===== src/rtl/cal_ovl_pkg.sv =====
// Package: shared types for the calibration overlay burst assembler.
// Assumes: one beat in flight at a time; the state encoding is local to this block.
package cal_ovl_pkg;

    typedef enum logic [1:0] {
        SEQ_IDLE  = 2'd0,
        SEQ_ISSUE = 2'd1,
        SEQ_WAIT  = 2'd2,
        SEQ_DONE  = 2'd3
    } seq_state_t;

endpackage


===== src/rtl/cal_ovl_beat_seq.sv =====
// Beat sequencer: accepts a line request, walks NBEATS beats through a
// request/grant then response handshake, and flags completion.
// Assumes: NBEATS is a power of two; the line is NBEATS*BEAT_W bits and
// naturally aligned, so beat addresses need no adder.
module cal_ovl_beat_seq
    import cal_ovl_pkg::*;
#(
    parameter int ADDR_W = 32,
    parameter int BEAT_W = 32,
    parameter int NBEATS = 4
) (
    input  logic                      clk,
    input  logic                      rst_n,
    input  logic                      line_req_valid,
    input  logic [ADDR_W-1:0]         line_addr,
    output logic                      line_req_ready,
    output logic                      ovl_req_valid,
    input  logic                      ovl_req_ready,
    input  logic                      ovl_rvalid,
    output logic [ADDR_W-1:0]         ovl_addr,
    output logic                      cap_en,
    output logic [$clog2(NBEATS)-1:0] cap_idx,
    output logic                      line_done
);
    localparam int CNT_W    = $clog2(NBEATS);
    localparam int BSH      = $clog2(BEAT_W / 8);
    localparam int OFS_W    = CNT_W + BSH;
    localparam int HI_W     = ADDR_W - OFS_W;
    localparam logic [CNT_W-1:0] LAST = CNT_W'(NBEATS - 1);

    seq_state_t       state_q;
    logic [CNT_W-1:0] cnt_q;
    logic [HI_W-1:0]  base_hi_q;

    assign line_req_ready = (state_q == SEQ_IDLE);
    assign ovl_req_valid  = (state_q == SEQ_ISSUE);
    assign line_done      = (state_q == SEQ_DONE);
    assign cap_en         = (state_q == SEQ_WAIT) && ovl_rvalid;
    assign cap_idx        = cnt_q;
    assign ovl_addr       = {base_hi_q, cnt_q, {BSH{1'b0}}};

    // Purpose: advance the beat state machine, beat counter and line base.
    always_ff @(posedge clk) begin
        if (!rst_n) begin
            state_q   <= SEQ_IDLE;
            cnt_q     <= '0;
            base_hi_q <= '0;
        end else begin
            unique case (state_q)
                SEQ_IDLE: if (line_req_valid) begin
                    base_hi_q <= line_addr[ADDR_W-1:OFS_W];
                    cnt_q     <= '0;
                    state_q   <= SEQ_ISSUE;
                end
                SEQ_ISSUE: if (ovl_req_ready) state_q <= SEQ_WAIT;
                SEQ_WAIT: if (ovl_rvalid) begin
                    if (cnt_q == LAST) begin
                        state_q <= SEQ_DONE;
                    end else begin
                        cnt_q   <= cnt_q + 1'b1;
                        state_q <= SEQ_ISSUE;
                    end
                end
                SEQ_DONE: begin
                    cnt_q   <= '0;
                    state_q <= SEQ_IDLE;
                end
                default: state_q <= SEQ_IDLE;
            endcase
        end
    end
endmodule


===== src/rtl/cal_ovl_line_pack.sv =====
// Line packer: one register lane per beat; lane k loads the beat data when
// the sequencer captures beat k. Assumes cap_idx is in range 0..NBEATS-1.
module cal_ovl_line_pack #(
    parameter int BEAT_W = 32,
    parameter int NBEATS = 4
) (
    input  logic                       clk,
    input  logic                       rst_n,
    input  logic                       cap_en,
    input  logic [$clog2(NBEATS)-1:0]  cap_idx,
    input  logic [BEAT_W-1:0]          beat_data,
    output logic [NBEATS*BEAT_W-1:0]   line_data
);
    for (genvar g = 0; g < NBEATS; g++) begin : g_lane
        logic [BEAT_W-1:0] lane_q;

        // Purpose: hold the data word of beat g of the current line.
        always_ff @(posedge clk) begin
            if (!rst_n) begin
                lane_q <= '0;
            end else if (cap_en && (cap_idx == g)) begin
                lane_q <= beat_data;
            end
        end

        assign line_data[g*BEAT_W +: BEAT_W] = lane_q;
    end
endmodule


===== src/rtl/cal_ovl_burst_asm.sv =====
// Top: turns one line read into NBEATS narrow beats to an overlay target,
// all flagged top priority, and packs them into one line.
// Assumes: the target answers each granted beat exactly once with rvalid.
module cal_ovl_burst_asm #(
    parameter int ADDR_W = 32,
    parameter int BEAT_W = 32,
    parameter int LINE_W = 128,
    parameter int TGT_W  = 2
) (
    input  logic              clk,
    input  logic              rst_n,
    input  logic              line_req_valid,
    output logic              line_req_ready,
    input  logic [ADDR_W-1:0] line_addr,
    input  logic [TGT_W-1:0]  line_tgt,
    output logic              ovl_req_valid,
    input  logic              ovl_req_ready,
    output logic [ADDR_W-1:0] ovl_addr,
    output logic [TGT_W-1:0]  ovl_tgt,
    output logic              ovl_hiprio,
    input  logic              ovl_rvalid,
    input  logic [BEAT_W-1:0] ovl_rdata,
    output logic              line_done,
    output logic [LINE_W-1:0] line_data
);
    localparam int NBEATS = LINE_W / BEAT_W;
    localparam int CNT_W  = $clog2(NBEATS);

    logic             cap_en;
    logic [CNT_W-1:0] cap_idx;
    logic [TGT_W-1:0] tgt_q;

    cal_ovl_beat_seq #(.ADDR_W(ADDR_W), .BEAT_W(BEAT_W), .NBEATS(NBEATS)) u_seq (
        .clk            (clk),
        .rst_n          (rst_n),
        .line_req_valid (line_req_valid),
        .line_addr      (line_addr),
        .line_req_ready (line_req_ready),
        .ovl_req_valid  (ovl_req_valid),
        .ovl_req_ready  (ovl_req_ready),
        .ovl_rvalid     (ovl_rvalid),
        .ovl_addr       (ovl_addr),
        .cap_en         (cap_en),
        .cap_idx        (cap_idx),
        .line_done      (line_done)
    );

    cal_ovl_line_pack #(.BEAT_W(BEAT_W), .NBEATS(NBEATS)) u_pack (
        .clk       (clk),
        .rst_n     (rst_n),
        .cap_en    (cap_en),
        .cap_idx   (cap_idx),
        .beat_data (ovl_rdata),
        .line_data (line_data)
    );

    // Purpose: keep the target selector of the accepted line for the whole burst.
    always_ff @(posedge clk) begin
        if (!rst_n) begin
            tgt_q <= '0;
        end else if (line_req_valid && line_req_ready) begin
            tgt_q <= line_tgt;
        end
    end

    assign ovl_tgt    = tgt_q;
    assign ovl_hiprio = ovl_req_valid;
endmodule


===== config.mk =====
export PLATFORM = sky130hd
export DESIGN_NAME = cal_ovl_burst_asm
export DESIGN_NICKNAME = d
export VERILOG_FILES = /design/src/rtl/cal_ovl_pkg.sv /design/src/rtl/cal_ovl_beat_seq.sv /design/src/rtl/cal_ovl_line_pack.sv /design/src/rtl/cal_ovl_burst_asm.sv
export SDC_FILE = /design/constraint.sdc
export NUM_CORES = 1
export LEC_CHECK = 0
export ABC_AREA = 1
export BUFFER_PORTS_ARGS = -buffer_cell sky130_fd_sc_hd__buf_2
export CAP_MARGIN = 40
export CORE_MARGIN = 2
export CORE_UTILIZATION = 31
export CTS_BUF_LIST = sky130_fd_sc_hd__clkbuf_8
export CTS_CLUSTER_DIAMETER = 40
export DETAILED_ROUTE_END_ITERATION = 10
export SLEW_MARGIN = 20
export SYNTH_ARGS = -nofsm -noshare
export SYNTH_HDL_FRONTEND = slang
export SYNTH_SLANG_ARGS = --single-unit

===== constraint.sdc =====
create_clock -name clk -period 1.2 [get_ports clk]
set_input_delay 0.06 -clock clk [delete_from_list [all_inputs] [get_ports clk]]
set_output_delay 0.06 -clock clk [all_outputs]
set_load 0.02 [all_outputs]

==> impl_metrics.env, run 1 <==
export IMPL_hpwl_um=12800
export IMPL_final_area_um2=9430
export IMPL_multiInputGateArea_um2=2690
export IMPL_fp_dieH_um=144
export IMPL_rows=51
export IMPL_drc=0
export IMPL_yosysWarningCount=0
export IMPL_ff2ff_path_depth=5
export IMPL_ys_ff_latch=162
export IMPL_dieArea_um2=20700
export IMPL_p_int_mw=8.62
export IMPL_via_count=6359
export IMPL_cts_clk_slew_worst_paths_ns=0.09
export IMPL_initial_utilization_pct=31.4
export IMPL_p_comb_share_pct=21.3
export IMPL_cts_buffer_depth=2
export IMPL_crit_fanout=16
export IMPL_grt_first_pass_wirelength_um=30800
export IMPL_synth_cell_type_count=20
export IMPL_ir_worst_vdd_mv=0.695
export IMPL_cts_root_buffer="clkbuf_8"
export IMPL_io_buffers=230
export IMPL_drive_gt1_share_pct=38.2
export IMPL_setup_worst_path_start_class="flop"
export IMPL_power_leakage_nw=4.00
export IMPL_fp_coreArea_um2=19300
export IMPL_fmax_ghz=0.767
export IMPL_vias_per_cell=4.78
export IMPL_grt_pass1_vias=5826
export IMPL_reg2reg_from="u_seq.cap_idx[1]"
export IMPL_finalWorstSetupSlack_ns=-0.104
export IMPL_rsz0062_at_grt="true"
export IMPL_antennaDiodeCount=0
export IMPL_synthCells=750
export IMPL_violations="negative setup slack"
export IMPL_numClockSinks=162
export IMPL_hold_violations=0
export IMPL_wl_per_cell_um=16.2
export IMPL_maxCapViolCount=0
export IMPL_crit_path_end_kind="flop"
export IMPL_die_width_um=144
export IMPL_switching_share_pct=29.9
export IMPL_synth_cell_area_um2=6080
export IMPL_yosysSeqAreaShare_pct=53.4
export IMPL_wirelength_um=21500
export IMPL_min_period_over_period_pct=109
export IMPL_skew_ns=0.00951
export IMPL_final_cell_mix="226 x buf_2, 158 x dfxtp_1, 124 x nand2_1"
export IMPL_p_clk_share_pct=32.2
export IMPL_status="finished with violations"
export IMPL_clkLatencyLatePin_ns=0.45
export IMPL_timing_rr_end="u_pack.g_lane[0].lane_q[16]"
export IMPL_required_ns=1.58
export IMPL_drv_slew=0
export IMPL_ant_nets=0
export IMPL_nNetsFinal=1127
export IMPL_endpoint="u_pack.g_lane[0].lane_q[16]"
export IMPL_worst_hold_slack_ns=0.388
export IMPL_cts_buffers=17
export IMPL_fillers=1858
export IMPL_synth_avg_cell_area_um2=8.10
export IMPL_seq_area_um2=3250
export IMPL_p_per_area_nw_per_um2=1310
export IMPL_grt_antenna_before_repair=0
export IMPL_min_path_type="input port to flop"
export IMPL_pin_count=237
export IMPL_area_growth_syn_to_layout_pct=55.1
export IMPL_reg2reg_slack_ns=-0.10
export IMPL_setup_viol=161
export IMPL_final_common_cell="buf_2"
export IMPL_post_route_util_pct=48.8
export IMPL_placed_area_um2=7630
export IMPL_first_pass_iters=5
export IMPL_critPathKind="flop to flop"
export IMPL_seqPwrFrac_pct=46.5
export IMPL_cts_tree="done"
export IMPL_place_congestion=0.776
export IMPL_arrival_ns=1.68
export IMPL_cp_startpoint="u_seq.cap_idx[1]"
export IMPL_grt_usage_pct=19.0
export IMPL_p_switching_mw=3.68
export IMPL_overflow=0
export IMPL_grt_start_max_net_pins=49
export IMPL_htree_levels=4
export IMPL_dp_slack_ns=-0.111
export IMPL_drt_iter0_drc=325
export IMPL_fin_crit_ns=1.30
==> cell usage after synthesis (all sizes together) <==
library cell	instances	area share (%)
inv	11	0.68
o211ai	1	0.12
conb	1	0.062
nand3	129	11
buf	36	5.5
nor2	69	4.4
o21ai	32	2.6
a21oi	130	11
dfxtp	162	53
ha	4	0.82
nand2	142	8.9
or2	1	0.10
clkbuf	32	2.1
==> worst max-delay path, stage by stage (launching register included) <==
cell and delay, ns:
dfxtp_4 0.37, inv_1 0.10, ha_2 0.33, buf_12 0.19, nand3_1 0.08, a21oi_1 0.15
==> kinds of logic (layout without fill, tap and decap cells) <==
logic type / after synthesis / in the layout / synth area share, %
flip-flops: 162 / 162 / 53.4
AND/OR/NAND/NOR: 341 / 341 / 24.0
buffers and inverters: 79 / 393 / 8.30
adder cells (fa/ha/maj): 4 / 4 / 0.823
AO/OA/AOI/OAI: 163 / 163 / 13.5
other: 1 / 2 / 0.0617
==> routing by layer <==
layer,GRT usage [%],up-vias,wire length [um]
met5,0,-,0
met4,5.06,0,220
met3,5.26,14,1310
met2,31.1,195,10400
met1,24.8,3053,9580
li1,-,3097,-
==> state kept, by name, summed over array words and instances (netlist names) <==
register and flops:
u_pack.g_lane.lane_q 128, ovl_tgt 2, u_seq.cap_idx 2, u_seq.state_q 2, u_seq.base_hi_q 28
==> power groups by stage <==
stage | combinational (mW) | clock, mW | sequential, mW
finish | 2.63 | 3.96 | 5.72
global route | 2.82 | 4.30 | 5.75
CTS | 2.23 | 4.07 | 5.69
detailed placement | 1.93 | 0 | 5.82
global placement | 1.93 | 0 | 5.81
floorplan | 0.919 | 0 | 6.06
==> cell type report <==
cell class	count	share of cell area, %
timing repair buffer	350	28.9
clock buffer	19	2.77
sequential	162	34.5
multi-input combinational	510	28.5
clock inverter	13	1.27
tap	265	3.52
inverter	11	0.544
==> metrics by stage <==
step | total power [mW] | instances | setup TNS (ns)
4_1_cts | 12.0 | 1320 | -7.55
2_1_floorplan | 6.98 | 751 | -1.64
3_5_place_dp | 7.75 | 1217 | -4.13
5_1_grt | 12.9 | 1330 | -21.72
6_report | 12.3 | 1330 | -8.66
3_3_place_gp | 7.75 | 1217 | -1.97
==> worst min-delay path by stage <==
stage                              from             endpoint  slack, ns  cells after the start
after floorplan                   rst_n     u_seq.state_q[1]       0.19                      2
after CTS                 line_addr[29]  u_seq.base_hi_q[25]       0.35                      4
final                     line_addr[21]  u_seq.base_hi_q[17]       0.39                      4
after detailed placement  line_addr[30]  u_seq.base_hi_q[26]       0.32                      3
after global routing      line_addr[27]  u_seq.base_hi_q[23]       0.39                      4
after global placement    line_addr[26]  u_seq.base_hi_q[22]       0.31                      3
==> timing repair <==
item / in CTS / in global routing
resized for setup: 36 / 117
hold buffers: 66 / 0
endpoints found under the setup margin: 160 / 164
buffers inserted: 3 / 0
cloned: 2 / 10
hold endpoints to repair: 162 / 0
pin swaps: 11 / 38
(Power assumes the default switching activity.)
==> run 2: changes to the inputs <==
CORE_ASPECT_RATIO = 1.2   (was not set)
==> run 2 against run 1 <==
  * The run still ends with negative setup slack left
  * Sequential power barely moved
  * Final cell count barely moved
  * Register-to-register slack got worse by 0.03 ns
  * Routed wire length fell by 4.5%
  * Largest power group unchanged
  * Highest routed layer unchanged
==> impl_metrics.env, run 2 (synthesized netlist as in run 1, its figures left out) <==
export IMPL_cts_buffer_depth=2
export IMPL_pin_count=237
export IMPL_placed_area_um2=7670
export IMPL_first_pass_iters=5
export IMPL_numClockSinks=162
export IMPL_place_congestion=0.773
export IMPL_final_common_cell="buf_2"
export IMPL_drive_gt1_share_pct=35.8
export IMPL_final_area_um2=9320
export IMPL_required_ns=1.14
export IMPL_critPathKind="flop to output pin"
export IMPL_p_int_mw=8.82
export IMPL_drc=0
export IMPL_p_switching_mw=3.61
export IMPL_maxCapViolCount=0
export IMPL_p_total_mw=12.4
export IMPL_initial_utilization_pct=31.3
export IMPL_nNetsFinal=1130
export IMPL_rsz0062_at_grt="true"
export IMPL_p_clk_share_pct=34.1
export IMPL_io_buffers=230
export IMPL_cts_buffers=17
export IMPL_ant_nets=0
export IMPL_largest_reg_flops=128
export IMPL_clkLatencyLatePin_ns=0.44
export IMPL_switching_share_pct=29.0
export IMPL_area_growth_syn_to_layout_pct=53.3
export IMPL_grt_start_max_net_pins=82
export IMPL_final_cell_mix="225 x buf_2, 158 x dfxtp_1, 130 x nand2_1"
export IMPL_drv_slew=0
export IMPL_cts_root_buffer="clkbuf_8"
export IMPL_overflow=0
export IMPL_power_leakage_nw=3.96
export IMPL_htree_levels=4
export IMPL_fin_crit_ns=1.33
export IMPL_via_count=6296
export IMPL_drt_iter0_drc=381
export IMPL_arrival_ns=1.27
export IMPL_violations="negative setup slack"
export IMPL_fmax_ghz=0.751
export IMPL_die_width_um=132
export IMPL_hpwl_um=13100
export IMPL_largest_register="u_pack.g_lane.lane_q"
export IMPL_wirelength_um=20500
export IMPL_crit_path_end_kind="output pin"
export IMPL_cts_tree="done"
export IMPL_fp_dieH_um=157
export IMPL_crit_fanout=3
export IMPL_seqPwrFrac_pct=45.9
export IMPL_fp_coreArea_um2=19400
export IMPL_finalWorstSetupSlack_ns=-0.131
export IMPL_grt_first_pass_wirelength_um=31600
export IMPL_grt_pass1_vias=5944
export IMPL_ir_worst_vdd_mv=0.575
export IMPL_cts_clk_slew_worst_paths_ns=0.08
export IMPL_wl_per_cell_um=15.4
export IMPL_p_per_area_nw_per_um2=1330
export IMPL_vias_per_cell=4.74
export IMPL_antennaDiodeCount=0
export IMPL_dieArea_um2=20700
export IMPL_worst_hold_slack_ns=0.106
export IMPL_hold_violations=0
export IMPL_grt_usage_pct=19.1
export IMPL_p_comb_share_pct=20.0
export IMPL_skew_ns=0.00955
export IMPL_grt_antenna_before_repair=0
export IMPL_setup_viol=126
export IMPL_post_route_util_pct=48.0
export IMPL_rows=56
export IMPL_min_period_over_period_pct=111
export IMPL_reg_largest_list="u_pack.g_lane.lane_q x128, u_seq.base_hi_q x28"
export IMPL_min_path_type="input port to flop"
export IMPL_setup_worst_path_start_class="flop"
export IMPL_status="finished with violations"
run 2: changes by cell type in the layout (fill, tap and decap cells not counted), moves of 8 or more:
cell | previous run | this run
nand2_2 | 13 | 5
nand3_1 | 123 | 110
nand3_2 | 6 | 18
nor2_2 | 11 | 0
o21ai_1 | 8 | 22
nor2_1 | 50 | 66
o21ai_2 | 19 | 6
buf_6 | 10 | 24
run 2: power groups by stage:
stage               combinational, mW  sequential (mW)  clock (mW)
CTS                              2.36             5.70        4.37
floorplan                       0.919             6.06           0
detailed placement               1.97             5.81           0
finish                           2.49             5.70        4.23
global route                     2.69             5.73        4.60
global placement                 1.96             5.81           0
run 2: metal layers:
metal	part of all wire, %	vias to the layer above	track usage (%)
li1	-	3112	-
met1	43	2954	23.0
met2	50	207	33.3
met3	5.6	23	4.99
met4	1.9	0	6.11
met5	0	-	0
run 2: path summary, 6_finish.rpt:
path / from / endpoint / slack (ns) / cells after the start
worst max register to register: u_seq.state_q[0] / u_pack.g_lane[0].lane_q[21] / -0.13 / 7
worst min register to register: u_pack.g_lane[2].lane_q[14] / u_pack.g_lane[2].lane_q[14] / 0.46 / 2
worst min-delay path: rst_n / u_seq.base_hi_q[18] / 0.11 / 4
worst max-delay path: u_seq.state_q[1] / line_req_ready / -0.13 / 4
run 2: worst max-delay path, stage by stage, from the launching register on:
cell,delay [ns]
dfxtp_2,0.34
buf_6,0.13
nor2_4,0.14
buf_6,0.11
buf_6,0.11
run 2: what timing repair did:
action,in CTS,in global routing
endpoints found under the setup margin,135,165
hold buffers,65,0
buffers inserted,6,2
cloned,3,2
hold endpoints to repair,160,0
gates resized for setup,60,70
pin swaps,21,2
run 2: layout make-up:
type                            count  area [um^2]
Fill cell                        1914        10100
Sequential cell                   162         3250
Timing Repair Buffer              353         2640
Multi-Input combinational cell    510         2620
Tap cell                          261          327
Clock buffer                       19          262
Clock inverter                     13          159
Inverter                           11         53.8
run 2: per-stage QoR:
step | setup TNS [ns] | instances | worst slack [ns]
after floorplan | -1.64 | 751 | -0.0190
after global placement | -2.77 | 1221 | -0.0847
after detailed placement | -4.80 | 1221 | -0.108
after CTS | -9.15 | 1327 | -0.114
after global routing | -18.21 | 1329 | -0.200
final | -9.82 | 1329 | -0.131
==> run 3: changes to the inputs <==
==> constraint.sdc (replaced) <==
create_clock -name clk -period 1.2 [get_ports clk]
set_input_delay 0.24 -clock clk [delete_from_list [all_inputs] [get_ports clk]]
set_output_delay 0.24 -clock clk [all_outputs]
set_load 0.02 [all_outputs]
==> run 3 against run 2 <==
  * The run still ends with negative setup slack left
  * Critical path depth up 6
  * Combinational power is 31% higher
  * Critical endpoint is now u_pack.g_lane[1].lane_q[17]
  * Highest routed layer unchanged
  * Sequential power is 1% higher
  * Critical path type is now flop to flop
==> impl_metrics.env, run 3 (synthesized netlist as in run 1, its figures left out) <==
export IMPL_status="finished with violations"
export IMPL_violations="negative setup slack"
export IMPL_fp_coreArea_um2=19400
export IMPL_seqPwrFrac_pct=42.3
export IMPL_overflow=0
export IMPL_multiInputGateArea_um2=3980
export IMPL_clkLatencyLatePin_ns=0.46
export IMPL_via_count=6795
export IMPL_cts_root_buffer="clkbuf_8"
export IMPL_place_congestion=0.802
export IMPL_critPathKind="flop to flop"
export IMPL_drv_slew=0
export IMPL_die_width_um=132
export IMPL_worst_hold_slack_ns=0.0134
export IMPL_pin_count=237
export IMPL_finalWorstSetupSlack_ns=-0.284
export IMPL_initial_utilization_pct=31.3
export IMPL_min_path_type="input port to flop"
export IMPL_cts_buffers=17
export IMPL_power_leakage_nw=4.65
export IMPL_drc=0
export IMPL_dieArea_um2=20700
export IMPL_nNetsFinal=1151
export IMPL_skew_ns=0.0163
export IMPL_ant_nets=0
export IMPL_switching_share_pct=29.8
export IMPL_setup_viol=177
export IMPL_p_clk_share_pct=33.7
export IMPL_grt_antenna_before_repair=1
export IMPL_htree_levels=4
export IMPL_cts_buffer_depth=2
export IMPL_area_growth_syn_to_layout_pct=105
export IMPL_drive_gt1_share_pct=80.7
export IMPL_largest_register="u_pack.g_lane.lane_q"
export IMPL_rsz0062_at_grt="true"
export IMPL_hold_violations=0
export IMPL_crit_path_end_kind="flop"
export IMPL_maxCapViolCount=0
export IMPL_setup_worst_path_start_class="flop"
export IMPL_grt_usage_pct=21.0
export IMPL_ir_worst_vdd_mv=0.625
export IMPL_p_switching_mw=4.05
export IMPL_grt_pass1_vias=6085
export IMPL_fmax_ghz=0.674
export IMPL_numClockSinks=162
export IMPL_drt_iter0_drc=406
export IMPL_p_total_mw=13.6
export IMPL_cts_tree="done"
export IMPL_min_period_over_period_pct=124
export IMPL_final_common_cell="buf_6"
export IMPL_rows=56
export IMPL_reg_largest_list="u_pack.g_lane.lane_q x128, u_seq.base_hi_q x28"
export IMPL_crit_fanout=7
export IMPL_p_int_mw=9.55
export IMPL_final_area_um2=12400
export IMPL_arrival_ns=1.87
export IMPL_fp_dieH_um=157
export IMPL_p_per_area_nw_per_um2=1090
export IMPL_cts_clk_slew_worst_paths_ns=0.09
export IMPL_wl_per_cell_um=18.8
export IMPL_seq_area_um2=3510
export IMPL_grt_first_pass_wirelength_um=34000
export IMPL_hpwl_um=13100
export IMPL_fillers=1454
export IMPL_required_ns=1.59
export IMPL_vias_per_cell=5.03
export IMPL_largest_reg_flops=128
export IMPL_final_cell_mix="172 x buf_6, 133 x dfxtp_2, 100 x a21oi_2"
export IMPL_io_buffers=230
export IMPL_fin_crit_ns=1.48
export IMPL_wirelength_um=25300
export IMPL_placed_area_um2=7760
export IMPL_first_pass_iters=5
export IMPL_reg2reg_slack_ns=-0.28
export IMPL_grt_start_max_net_pins=36
export IMPL_p_comb_share_pct=24.0
## run 3: cell types whose count changed in the layout (fill, tap and decap cells not counted), sizes merged
cell,previous run,this run
inv,15,13
dlygate4sd3,65,3
bufinv,3,5
diode,0,1
clkbuf,21,26
clkinv,5,6
buf,286,362
## run 3: timing repair
action	4_1_cts	5_1_grt
buffers inserted	30	42
gates cloned	14	10
pin swaps	55	53
hold buffers	3	0
resized for setup	626	369
setup endpoints to repair	305	247
endpoints found under the hold margin	3	0
## run 3: stage by stage
step	instances	TNS, ns	util, %	worst slack, ns
2_1_floorplan	751	-1.64	-	-0.0190
3_3_place_gp	1226	-3.13	40.0	-0.0526
3_5_place_dp	1226	-5.10	40.0	-0.0821
4_1_cts	1302	-28.17	55.3	-0.299
5_1_grt	1350	-44.58	64.1	-0.370
6_report	1350	-31.33	64.1	-0.284
## run 3: path summary, 6_finish.rpt
check | endpoint | start | depth (start not counted)
worst max-delay path | u_pack.g_lane[1].lane_q[17] | u_seq.state_q[0] | 10
worst min-delay path | u_seq.base_hi_q[1] | line_addr[5] | 3
worst max register to register | u_pack.g_lane[1].lane_q[17] | u_seq.state_q[0] | 10
worst min register to register | u_pack.g_lane[1].lane_q[8] | u_pack.g_lane[1].lane_q[8] | 2
## run 3: layout make-up
type	count	share of cell area [%]
Clock buffer	17	1.88
Multi-Input combinational cell	510	32.0
Antenna cell	1	0.0201
Timing Repair Buffer	374	33.1
Inverter	11	0.493
Tap cell	261	2.62
Clock inverter	14	1.70
Sequential cell	162	28.2
## run 3: power by group through the flow
stage / Clock, mW / Sequential [mW] / Combinational [mW]
final: 4.58 / 5.76 / 3.26
after global routing: 4.90 / 5.79 / 3.43
after CTS: 4.66 / 5.78 / 2.72
after detailed placement: 0 / 5.82 / 2.00
after global placement: 0 / 5.81 / 1.99
after floorplan: 0 / 6.06 / 0.919
## run 3: layer usage
metal  vias up  routed length (um)  GRT usage [%]
met5         -                   0              0
met4         0                 815           8.64
met3        51                1450           4.64
met2       271               13000           35.9
met1      3312               10000           25.6
li1       3161                   -              -
## run 3: critical path, stage by stage, from the launching register on
cell,delay (ns)
dfxtp_2,0.33
buf_6,0.11
inv_4,0.04
nand2_4,0.04
nor2_4,0.14
buf_6,0.14
buf_16,0.14
buf_12,0.13
buf_12,0.13
nand3_2,0.08
a21oi_2,0.12
